### config.mk
export PLATFORM = sky130hd
export DESIGN_NAME = misr_mixed
export DESIGN_NICKNAME = d
export VERILOG_FILES = /design/src/rtl/misr_mixed_pkg.sv /design/src/rtl/misr_mixed_step.sv /design/src/rtl/misr_mixed_seq.sv /design/src/rtl/misr_mixed.sv
export SDC_FILE = /design/constraint.sdc
export NUM_CORES = 1
export LEC_CHECK = 0
export CORE_MARGIN = 2
export CORE_UTILIZATION = 43
export DETAILED_ROUTE_END_ITERATION = 16
export GPL_ROUTABILITY_DRIVEN = 1
export PLACE_DENSITY = 0.73
export SYNTH_ARGS = -nofsm -noshare
export SYNTH_HDL_FRONTEND = slang
export SYNTH_HIERARCHICAL = 1
export SYNTH_SLANG_ARGS = --single-unit
### constraint.sdc
create_clock -name clk_i -period 1.6 [get_ports clk_i]
set_clock_uncertainty 0.1 [all_clocks]
set_input_delay 0.32 -clock clk_i [delete_from_list [all_inputs] [get_ports clk_i]]
set_output_delay 0.32 -clock clk_i [all_outputs]
set_load 0.05 [all_outputs]
### src/rtl/misr_mixed_pkg.sv
package misr_mixed_pkg;

    typedef enum logic [1:0] {
        PH_IDLE = 2'd0,
        PH_RUN  = 2'd1,
        PH_PAD  = 2'd2
    } misr_phase_e;

endpackage

### src/rtl/misr_mixed_step.sv
// One compression step of the register: fixed link and feedback
// inversions, internal feedback taps, and the response word folded in.
module misr_mixed_step #(
    parameter int               WIDTH    = 8,
    parameter logic [WIDTH-1:0] TAPS     = 8'h1D,
    parameter logic [WIDTH-1:0] LINK_INV = 8'h00,
    parameter logic             FB_INV   = 1'b0
) (
    input  logic [WIDTH-1:0] cur_i,
    input  logic [WIDTH-1:0] word_i,
    output logic [WIDTH-1:0] nxt_o
);

    logic [WIDTH-1:0] link;
    logic             fb;

    // value leaving each stage: true or complemented output
    assign link = cur_i ^ LINK_INV;
    assign fb   = link[WIDTH-1] ^ FB_INV;

    for (genvar j = 0; j < WIDTH; j++) begin : g_stage
        if (j == 0) begin : g_first
            assign nxt_o[j] = fb ^ word_i[j];
        end else begin : g_rest
            assign nxt_o[j] = link[j-1] ^ (fb & TAPS[j]) ^ word_i[j];
        end
    end

endmodule

### src/rtl/misr_mixed_seq.sv
// Session sequencer: counts enabled words, adds the optional padding
// step and produces the end-of-session pulse.
module misr_mixed_seq
    import misr_mixed_pkg::*;
#(
    parameter int LEN    = 6,
    parameter bit PAD_EN = 1'b1
) (
    input  logic clk_i,
    input  logic rst_ni,
    input  logic start_i,
    input  logic en_i,
    output logic go_o,
    output logic adv_o,
    output logic pad_o,
    output logic fin_o,
    output logic done_o
);

    localparam int CW = $clog2(LEN + 1);
    localparam logic [CW-1:0] LAST = CW'(LEN - 1);

    typedef struct packed {
        misr_phase_e    phase;
        logic [CW-1:0]  cnt;
        logic           done;
    } seq_t;

    seq_t seq_d, seq_q;

    always_comb begin
        seq_d      = seq_q;
        seq_d.done = 1'b0;
        go_o       = 1'b0;
        adv_o      = 1'b0;
        pad_o      = 1'b0;
        fin_o      = 1'b0;
        unique case (seq_q.phase)
            PH_IDLE: begin
                if (start_i) begin
                    go_o        = 1'b1;
                    seq_d.phase = PH_RUN;
                    seq_d.cnt   = '0;
                end
            end
            PH_RUN: begin
                if (en_i) begin
                    adv_o = 1'b1;
                    if (seq_q.cnt == LAST) begin
                        if (PAD_EN) begin
                            seq_d.phase = PH_PAD;
                        end else begin
                            seq_d.phase = PH_IDLE;
                            seq_d.done  = 1'b1;
                            fin_o       = 1'b1;
                        end
                    end else begin
                        seq_d.cnt = seq_q.cnt + 1'b1;
                    end
                end
            end
            PH_PAD: begin
                adv_o       = 1'b1;
                pad_o       = 1'b1;
                fin_o       = 1'b1;
                seq_d.done  = 1'b1;
                seq_d.phase = PH_IDLE;
            end
            default: seq_d.phase = PH_IDLE;
        endcase
    end

    always_ff @(posedge clk_i or negedge rst_ni) begin
        if (!rst_ni) begin
            seq_q <= '{phase: PH_IDLE, cnt: '0, done: 1'b0};
        end else begin
            seq_q <= seq_d;
        end
    end

    assign done_o = seq_q.done;

endmodule

### src/rtl/misr_mixed.sv
// Signature compressor with per-stage inversion, top level.
module misr_mixed #(
    parameter int               WIDTH    = 8,
    parameter logic [WIDTH-1:0] TAPS     = 8'h1D,
    parameter logic [WIDTH-1:0] LINK_INV = 8'hA5,
    parameter logic             FB_INV   = 1'b1,
    parameter logic [WIDTH-1:0] SEED     = '0,
    parameter logic [WIDTH-1:0] GOLDEN   = '0,
    parameter int               LEN      = 6,
    parameter bit               PAD_EN   = 1'b1
) (
    input  logic             clk_i,
    input  logic             rst_ni,
    input  logic             start_i,
    input  logic             en_i,
    input  logic [WIDTH-1:0] rsp_i,
    output logic [WIDTH-1:0] sig_o,
    output logic             done_o,
    output logic             pass_o
);

    typedef struct packed {
        logic [WIDTH-1:0] sig;
        logic             pass;
    } reg_t;

    reg_t             st_d, st_q;
    logic             go, adv, pad, fin;
    logic [WIDTH-1:0] word, nxt;

    misr_mixed_seq #(
        .LEN    (LEN),
        .PAD_EN (PAD_EN)
    ) u_seq (
        .clk_i   (clk_i),
        .rst_ni  (rst_ni),
        .start_i (start_i),
        .en_i    (en_i),
        .go_o    (go),
        .adv_o   (adv),
        .pad_o   (pad),
        .fin_o   (fin),
        .done_o  (done_o)
    );

    assign word = pad ? '0 : rsp_i;

    misr_mixed_step #(
        .WIDTH    (WIDTH),
        .TAPS     (TAPS),
        .LINK_INV (LINK_INV),
        .FB_INV   (FB_INV)
    ) u_step (
        .cur_i  (st_q.sig),
        .word_i (word),
        .nxt_o  (nxt)
    );

    always_comb begin
        st_d = st_q;
        if (go) begin
            st_d.pass = 1'b0;
        end
        if (adv) begin
            st_d.sig = nxt;
        end
        if (fin) begin
            st_d.pass = (nxt == GOLDEN);
        end
    end

    always_ff @(posedge clk_i or negedge rst_ni) begin
        if (!rst_ni) begin
            st_q <= '{sig: SEED, pass: 1'b0};
        end else begin
            st_q <= st_d;
        end
    end

    assign sig_o  = st_q.sig;
    assign pass_o = st_q.pass;

endmodule

# --- Word level (Yosys, flattened, before mapping) ---
# Index checks and enable logic that the tools add are counted.
word_totals:
  reg_bits: 15
  elab_cells: 47
  output_inout_bits: 10
  in_bits: 12
op_classes:
  addsub: 1
  n_mux: 15
  reduce_logical: 6
  eq_ne: 7
  n_bitwise: 13
op_table:
  columns: ["cell", "n"]
  rows:
  - ["bitwise XOR 1 bit", 11]
  - ["logical NOT 8 bit", 1]
  - ["two-way mux 8 bit", 1]
  - ["two-way mux 1 bit", 6]
  - ["two-way mux 6 bit", 1]
  - ["inequality test 2 bit (second input constant)", 3]
  - ["one-hot mux 3 bit (2 select lines)", 1]
  - ["two-way mux 5 bit", 1]
  - ["NOT 4 bit", 1]
  - ["one-hot mux 1 bit (2 select lines)", 2]
  - ["one-hot mux 2 bit (2 select lines)", 1]
  - ["AND reduction 4 bit", 1]
  - ["nonzero test 2 bit", 2]
  - ["adder 3 x 1 -> 3 bit (second input constant)", 1]
  - ["== test 3 bit (second input constant)", 1]
  - ["two-way mux 3 bit", 1]
  - ["AND reduction 3 bit", 1]
  - ["== test 2 x 1 -> 1 bit (second input constant)", 1]
  - ["== test 2 bit (second input constant)", 1]
  - ["logical NOT 2 bit", 1]
  - ["two-way mux 2 bit", 1]
  - ["inequality test 2 x 1 -> 1 bit (second input constant)", 1]
  - ["NOT 1 bit", 1]

# --- Depth between registers and ports, before layout ---
# Gate-level depths: netlist of run 1.
logic_depth:
  depth_word: 6
  mapped_depth: 7
  ltp_nobuf: 6

# --- Modules after synthesis ---
# The synthesis of run 1 kept the hierarchy.
modules_own_cells:
  columns: ["module", "cells_per_inst", "instances", "seq_area_each_um2", "area_each_um2"]
  rows:
  - ["misr_mixed_seq", 39, 1, 150.1, 410.4]
  - ["misr_mixed", 30, 1, 225.2, 402.9]
  - ["misr_mixed_step", 8, 1, 0.0, 113.9]

# --- Least setup slack after synthesis of run 1 ---
# Ideal clock, no wire load.
synth_path:
  path_kind: "register to register"
  start: "register st_q, in the netlist sig_o[7]"
  end: "register st_q, in the netlist pass_o"
  setup_time_ps: 68
  slack_ps: -216
  n_path_buf: 0
  stages_incl_launch_ff: 4
  synth_period_minus_slack_ps: 1816
  required_time_ps: 1432
  arrival_ps: 1648
  cell_sequence: "dfrtp_1 xor3_1 nor4_1 a32o_1"
synth_via:
  elab_chain_cells: 6
  word_cells_on_any_way: 11
  classes_between: "1 x mux; 9 x bitwise; 1 x reduce/logical"
synth_lines:
  columns: ["element", "line_no", "text"]
  rows:
  - ["start, declared", "misr_mixed.sv:27", "reg_t st_d, st_q;"]
  - ["start signal, assigned", "misr_mixed.sv:74", "st_q <= '{sig: SEED, pass: 1'b0};"]
  - ["start signal, assigned", "misr_mixed.sv:76", "st_q <= st_d;"]
  - ["NOT 4 bit (no line)", null, null]
  - ["NOT 1 bit (no line)", null, null]
  - ["bitwise XOR 1 bit (2 in series)", "misr_mixed_step.sv:25", "assign nxt_o[j] = link[j-1] ^ (fb & TAPS[j]) ^ word_i[j];"]
  - ["via nxt[4]", "misr_mixed.sv:29", "logic [WIDTH-1:0] word, nxt;"]
  - ["logical NOT 8 bit", "misr_mixed.sv:68", "st_d.pass = (nxt == GOLDEN);"]
  - ["two-way mux 1 bit", "misr_mixed.sv:67", "if (fin) begin"]
# The timed path passes the listed nets, and every way through them passes these cells.
# A chain may end at the register's enable or synchronous reset.

# --- Worst setup path after layout of run 1 ---
layout_path:
  start: "register u_seq/seq_q[5] in the netlist's numbering"
  end: "register u_seq/seq_q[1] in the netlist's numbering"
layout_via:
  elab_chain_cells: 3
  word_cells_on_any_way: 8
  classes_between: "4 x eq/ne; 1 x mux; 3 x reduce/logical"
layout_lines:
  columns: ["element", "line_no", "text"]
  rows:
  - ["start, declared", "misr_mixed_seq.sv:29", "seq_t seq_d, seq_q;"]
  - ["start signal, assigned", "misr_mixed_seq.sv:75", "seq_q <= '{phase: PH_IDLE, cnt: '0, done: 1'b0};"]
  - ["start signal, assigned", "misr_mixed_seq.sv:77", "seq_q <= seq_d;"]
  - ["== test 2 x 1 -> 1 bit or logical NOT 2 bit (tied branches)", "misr_mixed_seq.sv:38", "unique case (seq_q.phase)"]
  - ["inequality test 2 bit (no line) or nonzero test 2 bit (tied branches)", null, null]
  - ["AND reduction 4 bit (no line)", null, null]
# Parallel ways exist; a longest one is shown, timed or not.

==> metrics.log, run 1 <==
INFO  metric clk_latency = slightly below 0.3 ns
INFO  metric vias = 744
INFO  metric grtUsageTotal = 0.198
INFO  metric synth.ff_latch_count = 15
INFO  metric post-route-drc-count = 0
INFO  metric worst-setup-path-type = reg -> reg
INFO  metric slowest_delay = 0.45 ns
INFO  metric final.fill_count = 121
INFO  metric initial_antenna_violation_count = 0
INFO  metric run_status = complete, but fails checks
INFO  metric dr.first_iter.drc_count = 8
INFO  metric period_minus_slack = ~1.7 ns
INFO  metric htree_num_levels = 1
INFO  metric met3WireLength = ~100 um
INFO  metric placement_rows = 16
INFO  metric grt_max_degree = 16
INFO  metric post_layout_nets = around 140
INFO  metric firstDrtPassIters = 4
INFO  metric cts_hold_repair.buffers = 0
INFO  metric highest-signal-layer = met4
INFO  metric finalInstanceArea = roughly 1600 sq um
INFO  metric detailroute.wirelength.met2 = ~1100 um
INFO  metric utilization = 0.776
INFO  metric die_h = 50.4 um
INFO  metric syn-cell-area = 927 sq um
INFO  metric power_per_cell_area = roughly 2300 nW/um^2
INFO  metric routed_via_density = 5.10
INFO  metric numClockSinks = 15
INFO  metric cap_viol_max_count = 0
INFO  metric crit_path_max_fanout = 3
INFO  metric drt.antenna.violating_nets = 0
INFO  metric numCtsBuffers = 3
INFO  metric initial_core_util = 0.463
INFO  metric yosys.area.top_type_share = 0.405
INFO  metric antenna_cells = 0
INFO  metric setup_slack = -0.148 ns
INFO  metric finalSetupViolCount = 12
INFO  metric synth_top_cell_by_area = sky130_fd_sc_hd__dfrtp_1
INFO  metric finalWeightedCongestion = roughly 0.73
INFO  metric die_w = approximately 50 um
INFO  metric clock_path_buffers = 2
INFO  metric timing.hold.worst.class = in -> async
INFO  metric final_max_slew_viol_count = 0
INFO  metric design.core.area = 2000 sq um
INFO  metric finalHoldViolCount = 0
INFO  metric drt-met1-wl = slightly below 1000 um
INFO  metric synth-main-ff-cell = sky130_fd_sc_hd__dfrtp_1
INFO  metric synth_nets = 95
INFO  metric clkTransAtPathRegs = roughly 0.1 ns
INFO  metric critPathSlowestCell = sky130_fd_sc_hd__dfrtp_2
INFO  metric violations_in_the_final_reports = setup timing
INFO  metric postSynthCellCount = 77
INFO  metric yosysWarnings = 6
INFO  metric global_route.overflow_total = 0
INFO  metric critPathCaptureType = flip-flop
INFO  metric fp.dieArea = 2540 sq um
INFO  metric place.port_buffers = 21
INFO  metric drive_above_1_share = 0.529
INFO  metric postSynth.asyncResetShare = 1.00
INFO  metric tritoncts_clock_tree = built
INFO  metric worstPathArrival = about 1.8 ns
INFO  metric worst_slew_pin_slew = roughly 0.25 ns
INFO  metric final.period_utilization = 1.09
INFO  metric worst_setup_path_start_kind = flip-flop
INFO  metric grt_setup_unrepaired = true
INFO  metric clk_root_buffer_cell = sky130_fd_sc_hd__clkbuf_4
INFO  metric yosys.cell_count.top_type = sky130_fd_sc_hd__dfrtp_1
INFO  metric required = 1.68 ns
INFO  metric cellLeakagePower = 0.000728 uW
INFO  metric max_slew_margin = 0.834
INFO  metric timing.fmax = roughly 570 MHz
INFO  metric synth-edff-count = 0
INFO  metric via_count_of_the_first_global_routing_pass = 800
INFO  metric ir_worst_vdd = 1.59 mV
INFO  metric synth_seq_area_share = 0.405
INFO  metric top_cells_by_instance_count_after_synthesis = sky130_fd_sc_hd__dfrtp_1, sky130_fd_sc_hd__nor2b_1, sky130_fd_sc_hd__mux2_2, sky130_fd_sc_hd__ha_1, sky130_fd_sc_hd__inv_1
INFO  metric synth.distinct_cells = 29
INFO  metric grt_pass1_wl = roughly 3700 um
INFO  metric synthToLayoutAreaGrowth = 67.6%
INFO  metric io_pins = 22
INFO  metric dpl_cell_area = between 1000 and 1500 sq um
INFO  metric dpl.hpwl = roughly 1300 um
INFO  metric route.final.wire_length = between 2000 and 2500 um
INFO  metric crit_path_cell_trace = inv_2 > ha_2 > mux2i_2 > a311o_1 > mux2_4
INFO  metric synth_top_cells_by_area = sky130_fd_sc_hd__dfrtp_1, sky130_fd_sc_hd__mux2_2, sky130_fd_sc_hd__ha_1
INFO  metric wl_per_instance = about 15 um
INFO  metric synth_area_per_inst = 12.0 sq um
==> cell families after synthesis <==
family          count (synthesis)  share of synthesized area
simple gates                   21                      0.139
flops                          15                      0.405
mux                            11                      0.135
compound gates                  9                     0.0769
xor+xnor                        8                      0.123
buf+inv                         7                     0.0405
fa+ha+maj                       6                     0.0810
==> layer usage <==
layer	GRT usage	vias to the layer above
met3	0.0298	4
met2	0.320	23
met5	0	-
li1	-	350
met4	0.0766	0
met1	0.268	367
==> layout by cell type (no fill, tap or decap), types with 2 or more instances in the layout <==
cell | Yosys | layout
sky130_fd_sc_hd__nor2b_1 | 11 | 4
sky130_fd_sc_hd__dfrtp_1 | 15 | 13
sky130_fd_sc_hd__clkdlybuf4s50_1 | 0 | 11
sky130_fd_sc_hd__nor2_1 | 2 | 2
sky130_fd_sc_hd__nand2_1 | 2 | 2
sky130_fd_sc_hd__ha_2 | 0 | 2
sky130_fd_sc_hd__nor2b_4 | 1 | 2
sky130_fd_sc_hd__buf_4 | 1 | 16
sky130_fd_sc_hd__ha_4 | 0 | 2
sky130_fd_sc_hd__buf_12 | 0 | 10
sky130_fd_sc_hd__nor4_2 | 0 | 2
sky130_fd_sc_hd__nor2b_2 | 0 | 6
sky130_fd_sc_hd__buf_6 | 1 | 3
sky130_fd_sc_hd__dfrtp_2 | 0 | 2
sky130_fd_sc_hd__inv_2 | 0 | 2
sky130_fd_sc_hd__clkbuf_4 | 0 | 3
sky130_fd_sc_hd__xor3_1 | 2 | 2
sky130_fd_sc_hd__inv_1 | 5 | 3
sky130_fd_sc_hd__ha_1 | 6 | 2
sky130_fd_sc_hd__mux2_4 | 1 | 9
sky130_fd_sc_hd__xor2_1 | 3 | 3
==> state kept, by name, indices dropped and copies added (netlist names) <==
name,flops
u_seq/done_o,1
sig_o,8
pass_o,1
u_seq/seq_q,5
==> what timing repair did <==
item,CTS,global route
endpoints found under the hold margin,0,0
buffers inserted,10,2
setup endpoints to repair,12,14
pin swaps,3,2
resized for setup,18,12
==> report_power, final <==
| group | internal (uW) | leakage (uW) | switching [uW] |
|---|---|---|---|
| clock | 93.1 | 0.0000177 | 134 |
| combinational | 1490 | 0.000527 | 1090 |
| sequential | 552 | 0.000184 | 243 |
==> per-stage QoR <==
step                hold slack, ns  TNS, ns  worst slack [ns]  std cells  power, uW
floorplan                  -0.0756  -0.0582           -0.0401         77       2020
global placement             0.421    -2.11            -0.198        130       2780
detailed placement           0.437    -2.36            -0.218        130       2820
CTS                          0.247   -0.833            -0.108        144       3410
global route                 0.254    -2.02            -0.190        146       3790
finish                       0.236   -0.998            -0.148        146       3600
==> worst max-delay path, delay by kind of cell (launching register included) <==
family | cells | cell delay [ns]
flops | 1 | 0.45
mux | 2 | 0.39
compound gates | 1 | 0.39
fa+ha+maj | 1 | 0.21
buf+inv | 1 | 0.10
==> worst paths after layout <==
| kind | to | slack, ns | cells after the start | from |
|---|---|---|---|---|
| max | u_seq/seq_q[1] | -0.15 | 5 | u_seq/seq_q[5] |
| min | pass_o | 0.24 | 2 | rst_ni |
| max reg2reg | u_seq/seq_q[1] | -0.15 | 5 | u_seq/seq_q[5] |
| min reg2reg | u_seq/seq_q[3] | 0.46 | 1 | u_seq/seq_q[3] |
| max in group asynchronous | u_seq/seq_q[5] | 0.97 | 2 | rst_ni |
| min in group clk_i | u_seq/seq_q[3] | 0.46 | 1 | u_seq/seq_q[3] |
==> cell type report <==
| type | count | area, sq um | area share |
|---|---|---|---|
| well taps | 27 | 33.8 | 0.0217 |
| inverters | 5 | 18.8 | 0.0121 |
| flip-flops and latches | 15 | 378 | 0.243 |
| clock buffers | 3 | 22.5 | 0.0145 |
| multi-input cells | 55 | 632 | 0.407 |
| clock inverters | 1 | 5.00 | 0.00322 |
| repair buffers | 40 | 464 | 0.299 |
Note: power is estimated with default switching activity, not from simulation.
==> run 2, diff against run 1 <==
ABC_AREA = 1   (was unset)
CORE_UTILIZATION = 45   (was 43)
CTS_CLUSTER_DIAMETER = 120   (was unset)
PLACE_DENSITY = 0.75   (was 0.73)
==> run 2 against run 1 <==
First-iteration DRC count increased by 75%; critical path depth is 1 higher; largest power group unchanged; largest cell class unchanged; total power is 7.1% lower; the flow still finishes with violations (setup timing); utilization down 8.8 points; sequential power down 3.4%; worst setup slack better by 0.099 ns.
==> metrics.log, run 2 <==
INFO  metric run_status = complete, but fails checks
INFO  metric violations_in_the_final_reports = setup timing
INFO  metric crit_path_cell_trace = buf_6 > ha_4 > a21oi_2 > nor2_1 > buf_4 > mux2_2
INFO  metric main_combinational_cell_family_by_area_after_synthesis = simple AND/OR/NAND/NOR gates
INFO  metric power.clock.fraction = 0.069 (+0.006)
INFO  metric drive_above_1_share = 0.257 (-0.272)
INFO  metric grt_setup_unrepaired = true
INFO  metric yosys.area_share.xor_xnor = 0.0419 (-0.0809)
INFO  metric mostFrequentLayoutCells = sky130_fd_sc_hd__nand2_1, sky130_fd_sc_hd__inv_1, sky130_fd_sc_hd__nor2_1
INFO  metric numCtsBuffers = 3 (unchanged)
INFO  metric finalInstanceArea = 1520 sq um (-2.0%)
INFO  metric clock_path_buffers = 2 (unchanged)
INFO  metric r2r_start = u_seq/seq_q[5]
INFO  metric synthMuxAreaShare = 0.0503 (-0.0847)
INFO  metric vias = 929 (+25%)
INFO  metric setup_slack = -0.0490 ns (+0.0987 ns)
INFO  metric required = 1.69 ns (about the same)
INFO  metric seqPwrFrac = 0.230 (+0.009)
INFO  metric clk_root_buffer_cell = sky130_fd_sc_hd__clkbuf_4
INFO  metric synthToLayoutAreaGrowth = 45.7%
INFO  metric finalHoldViolCount = 0 (unchanged)
INFO  metric grtUsageTotal = 0.187 (-0.0110)
INFO  metric rrSetupSlack = -0.05 ns (+0.10 ns)
INFO  metric placement_rows = 17 (+1)
INFO  metric critPathCaptureType = flip-flop
INFO  metric design.core.area = 2210 sq um (+10%)
INFO  metric postSynth.asyncResetShare = 1.00 (unchanged)
INFO  metric timing.fmax = 606 MHz (+6.0%)
INFO  metric via_count_of_the_first_global_routing_pass = 877 (+9.6%)
INFO  metric worst_setup_path_start_kind = flip-flop
INFO  metric synth-simple-area-share = 0.321 (+0.182)
INFO  metric finalSetupViolCount = 5 (-7)
INFO  metric whs = 0.226 ns (-0.00938 ns)
INFO  metric synth-adder-area-share = 0.0719 (-0.00912)
INFO  metric max_ffs_per_register = 8 (unchanged)
INFO  metric die_w = 52.2 um (+3.5%)
INFO  metric cap_viol_max_count = 0 (unchanged)
INFO  metric power.internal = 1750 uW (-18%)
INFO  metric global_route.overflow_total = 0 (unchanged)
INFO  metric total_switching_power = 1590 uW (+8.6%)
INFO  metric path_delay_family = flip-flops
INFO  metric dpl_cell_area = 1440 sq um (+8.6%)
INFO  metric htree_num_levels = 1 (unchanged)
INFO  metric post_layout_nets = 198 (+43%)
INFO  metric timing.hold.worst.class = in -> async
INFO  metric worstPathArrival = 1.74 ns (-0.09 ns)
INFO  metric postSynthCellCount = 146 (+90%)
INFO  metric final.period_utilization = 1.03 (-0.0617)
INFO  metric io_pins = 22 (unchanged)
INFO  metric dpl.hpwl = 1660 um (+24%)
INFO  metric synth.distinct_cells = 20 (-31%)
INFO  metric antenna_cells = 0 (unchanged)
INFO  metric synth_seq_area_share = 0.359 (-0.0456)
INFO  metric clk_latency = 0.29 ns (about the same)
INFO  metric slowest_delay = 0.40 ns (-0.05 ns)
INFO  metric syn-cell-area = 1040 sq um (+13%)
INFO  metric critPathSlowestCell = sky130_fd_sc_hd__dfrtp_1
INFO  metric cellLeakagePower = 0.000830 uW (+14%)
INFO  metric yosys.area.top_type_share = 0.359 (-0.0456)
INFO  metric yosysWarnings = 6 (unchanged)
INFO  metric worst-setup-path-type = reg -> reg
INFO  metric synth_compound_area_frac = 0.0240 (-0.0530)
INFO  metric die_h = 52.2 um (+3.5%)
INFO  metric initial_core_util = 0.472 (+0.00916)
INFO  metric switching_share = 0.477 (+0.0691)
INFO  metric numClockSinks = 15 (unchanged)
INFO  metric post-route-drc-count = 0 (unchanged)
INFO  metric synth-edff-count = 0 (unchanged)
INFO  metric initial_antenna_violation_count = 0 (unchanged)
INFO  metric place.port_buffers = 21 (unchanged)
INFO  metric synth-main-ff-cell = sky130_fd_sc_hd__dfrtp_1
INFO  metric final_max_slew_viol_count = 0 (unchanged)
INFO  metric worst_slew_pin_slew = 0.297 ns (+0.0484 ns)
INFO  metric synth_nets = 164 (+73%)
INFO  metric grt_pass1_wl = 3730 um (-0.37%)
INFO  metric clkTransAtPathRegs = 0.09 ns (about the same)
INFO  metric power.share.combinational = 0.701 (-0.015)
INFO  metric tritoncts_clock_tree = built
INFO  metric routed_via_density = 4.49 (-12%)
INFO  metric wl_per_instance = 10.9 um (-29%)
INFO  metric synth_top_cells_by_area = sky130_fd_sc_hd__dfrtp_1, sky130_fd_sc_hd__nand2_1, sky130_fd_sc_hd__inv_1
INFO  metric route.final.wire_length = 2250 um (+1.2%)
INFO  metric cts_hold_repair.buffers = 0 (unchanged)
INFO  metric grt_max_degree = 16 (unchanged)
INFO  metric firstDrtPassIters = 4 (unchanged)
INFO  metric max_slew_margin = 0.802 (-0.0317)
INFO  metric synth_area_per_inst = 7.16 sq um (-41%)
INFO  metric mostFrequentLayoutCell = sky130_fd_sc_hd__nand2_1
INFO  metric synth.ff_latch_count = 15 (unchanged)
INFO  metric worstSetupStartpoint = u_seq/seq_q[5]
INFO  metric power_per_cell_area = 2190 nW/um^2 (-5.2%)
INFO  metric fp.dieArea = 2720 sq um (+7.1%)
INFO  metric period_minus_slack = 1.65 ns (-0.0987 ns)
INFO  metric crit_path_max_fanout = 11 (+8)
INFO  metric utilization = 0.688 (-0.0879)
INFO  metric top_cells_by_instance_count_after_synthesis = sky130_fd_sc_hd__nand2_1, sky130_fd_sc_hd__inv_1, sky130_fd_sc_hd__nor2_1, sky130_fd_sc_hd__dfrtp_1
INFO  metric ir_worst_vdd = 1.33 mV (-17%)
INFO  metric dr.first_iter.drc_count = 14 (+6)
INFO  metric finalWeightedCongestion = 0.752 (+3.0%)
INFO  metric drt.antenna.violating_nets = 0 (unchanged)
INFO  metric buffer_and_inverter_count_on_the_worst_path = 2 (+1)
INFO  metric synth_top_cell_by_area = sky130_fd_sc_hd__dfrtp_1
INFO  metric yosys.cell_count.top_type = sky130_fd_sc_hd__nand2_1
## run 2: worst paths after layout
kind | depth (start not counted) | to
max in group asynchronous | 2 | sig_o[5]
worst min register to register | 2 | u_seq/seq_q[2]
worst max-delay path | 6 | sig_o[5]
worst max register to register | 6 | sig_o[5]
worst min-delay path | 2 | u_seq/seq_q[3]
min in group clk_i | 2 | u_seq/seq_q[2]
## run 2: kinds of logic after synthesis
logic type                 after synthesis
DFF                                     15
adders and majority gates                6
buffers and inverters                   33
xor gates and xnor gates                 5
AOI/OAI and AO/OA                        5
muxes                                    4
and+or+nand+nor                         78
## run 2: cell type report
| class | count | area, sq um |
|---|---|---|
| Fill cell | 185 | 689 |
| Timing Repair Buffer | 32 | 400 |
| Inverter | 30 | 115 |
| Sequential cell | 15 | 375 |
| Multi-Input combinational cell | 98 | 571 |
| Tap cell | 28 | 35.0 |
| Clock buffer | 4 | 26.3 |
## run 2: worst reg2reg max path, stage by stage (launching register included)
cell	delay (ns)
sky130_fd_sc_hd__dfrtp_1	0.40
sky130_fd_sc_hd__buf_6	0.12
sky130_fd_sc_hd__ha_4	0.23
sky130_fd_sc_hd__a21oi_2	0.05
sky130_fd_sc_hd__nor2_1	0.12
sky130_fd_sc_hd__buf_4	0.18
sky130_fd_sc_hd__mux2_2	0.34
## run 2: metal layers
metal  routed length [um]  vias up  track usage
met3                   88        5       0.0286
met4                   48        0       0.0897
met5                    0        -            0
met2                 1110       20        0.319
li1                     -      489            -
met1                  997      415        0.232
## run 2: power by group through the flow
stage	combinational [uW]	sequential, uW	clock, uW
after floorplan	1070	1080	0
after CTS	2250	763	236
after detailed placement	2200	769	0
final	2340	768	230
after global placement	2160	763	0
after global routing	2560	794	247
## run 2: stage by stage
step,setup WS [ns],setup TNS (ns),instances,total power (uW)
global route,-0.160,-1.10,207,3600
floorplan,-0.0656,-0.100,146,2150
detailed placement,-0.116,-0.545,200,2970
finish,-0.0490,-0.125,207,3340
CTS,-0.00179,-0.00179,205,3250
global placement,-0.0817,-0.313,200,2930
## run 2: timing repair
action | in CTS | in global routing
resized for setup | 3 | 8
gates cloned | 0 | 0
setup endpoints to repair | 9 | 9
buffers inserted | 1 | 2
pin swaps | 2 | 0
hold endpoints to repair | 0 | 0
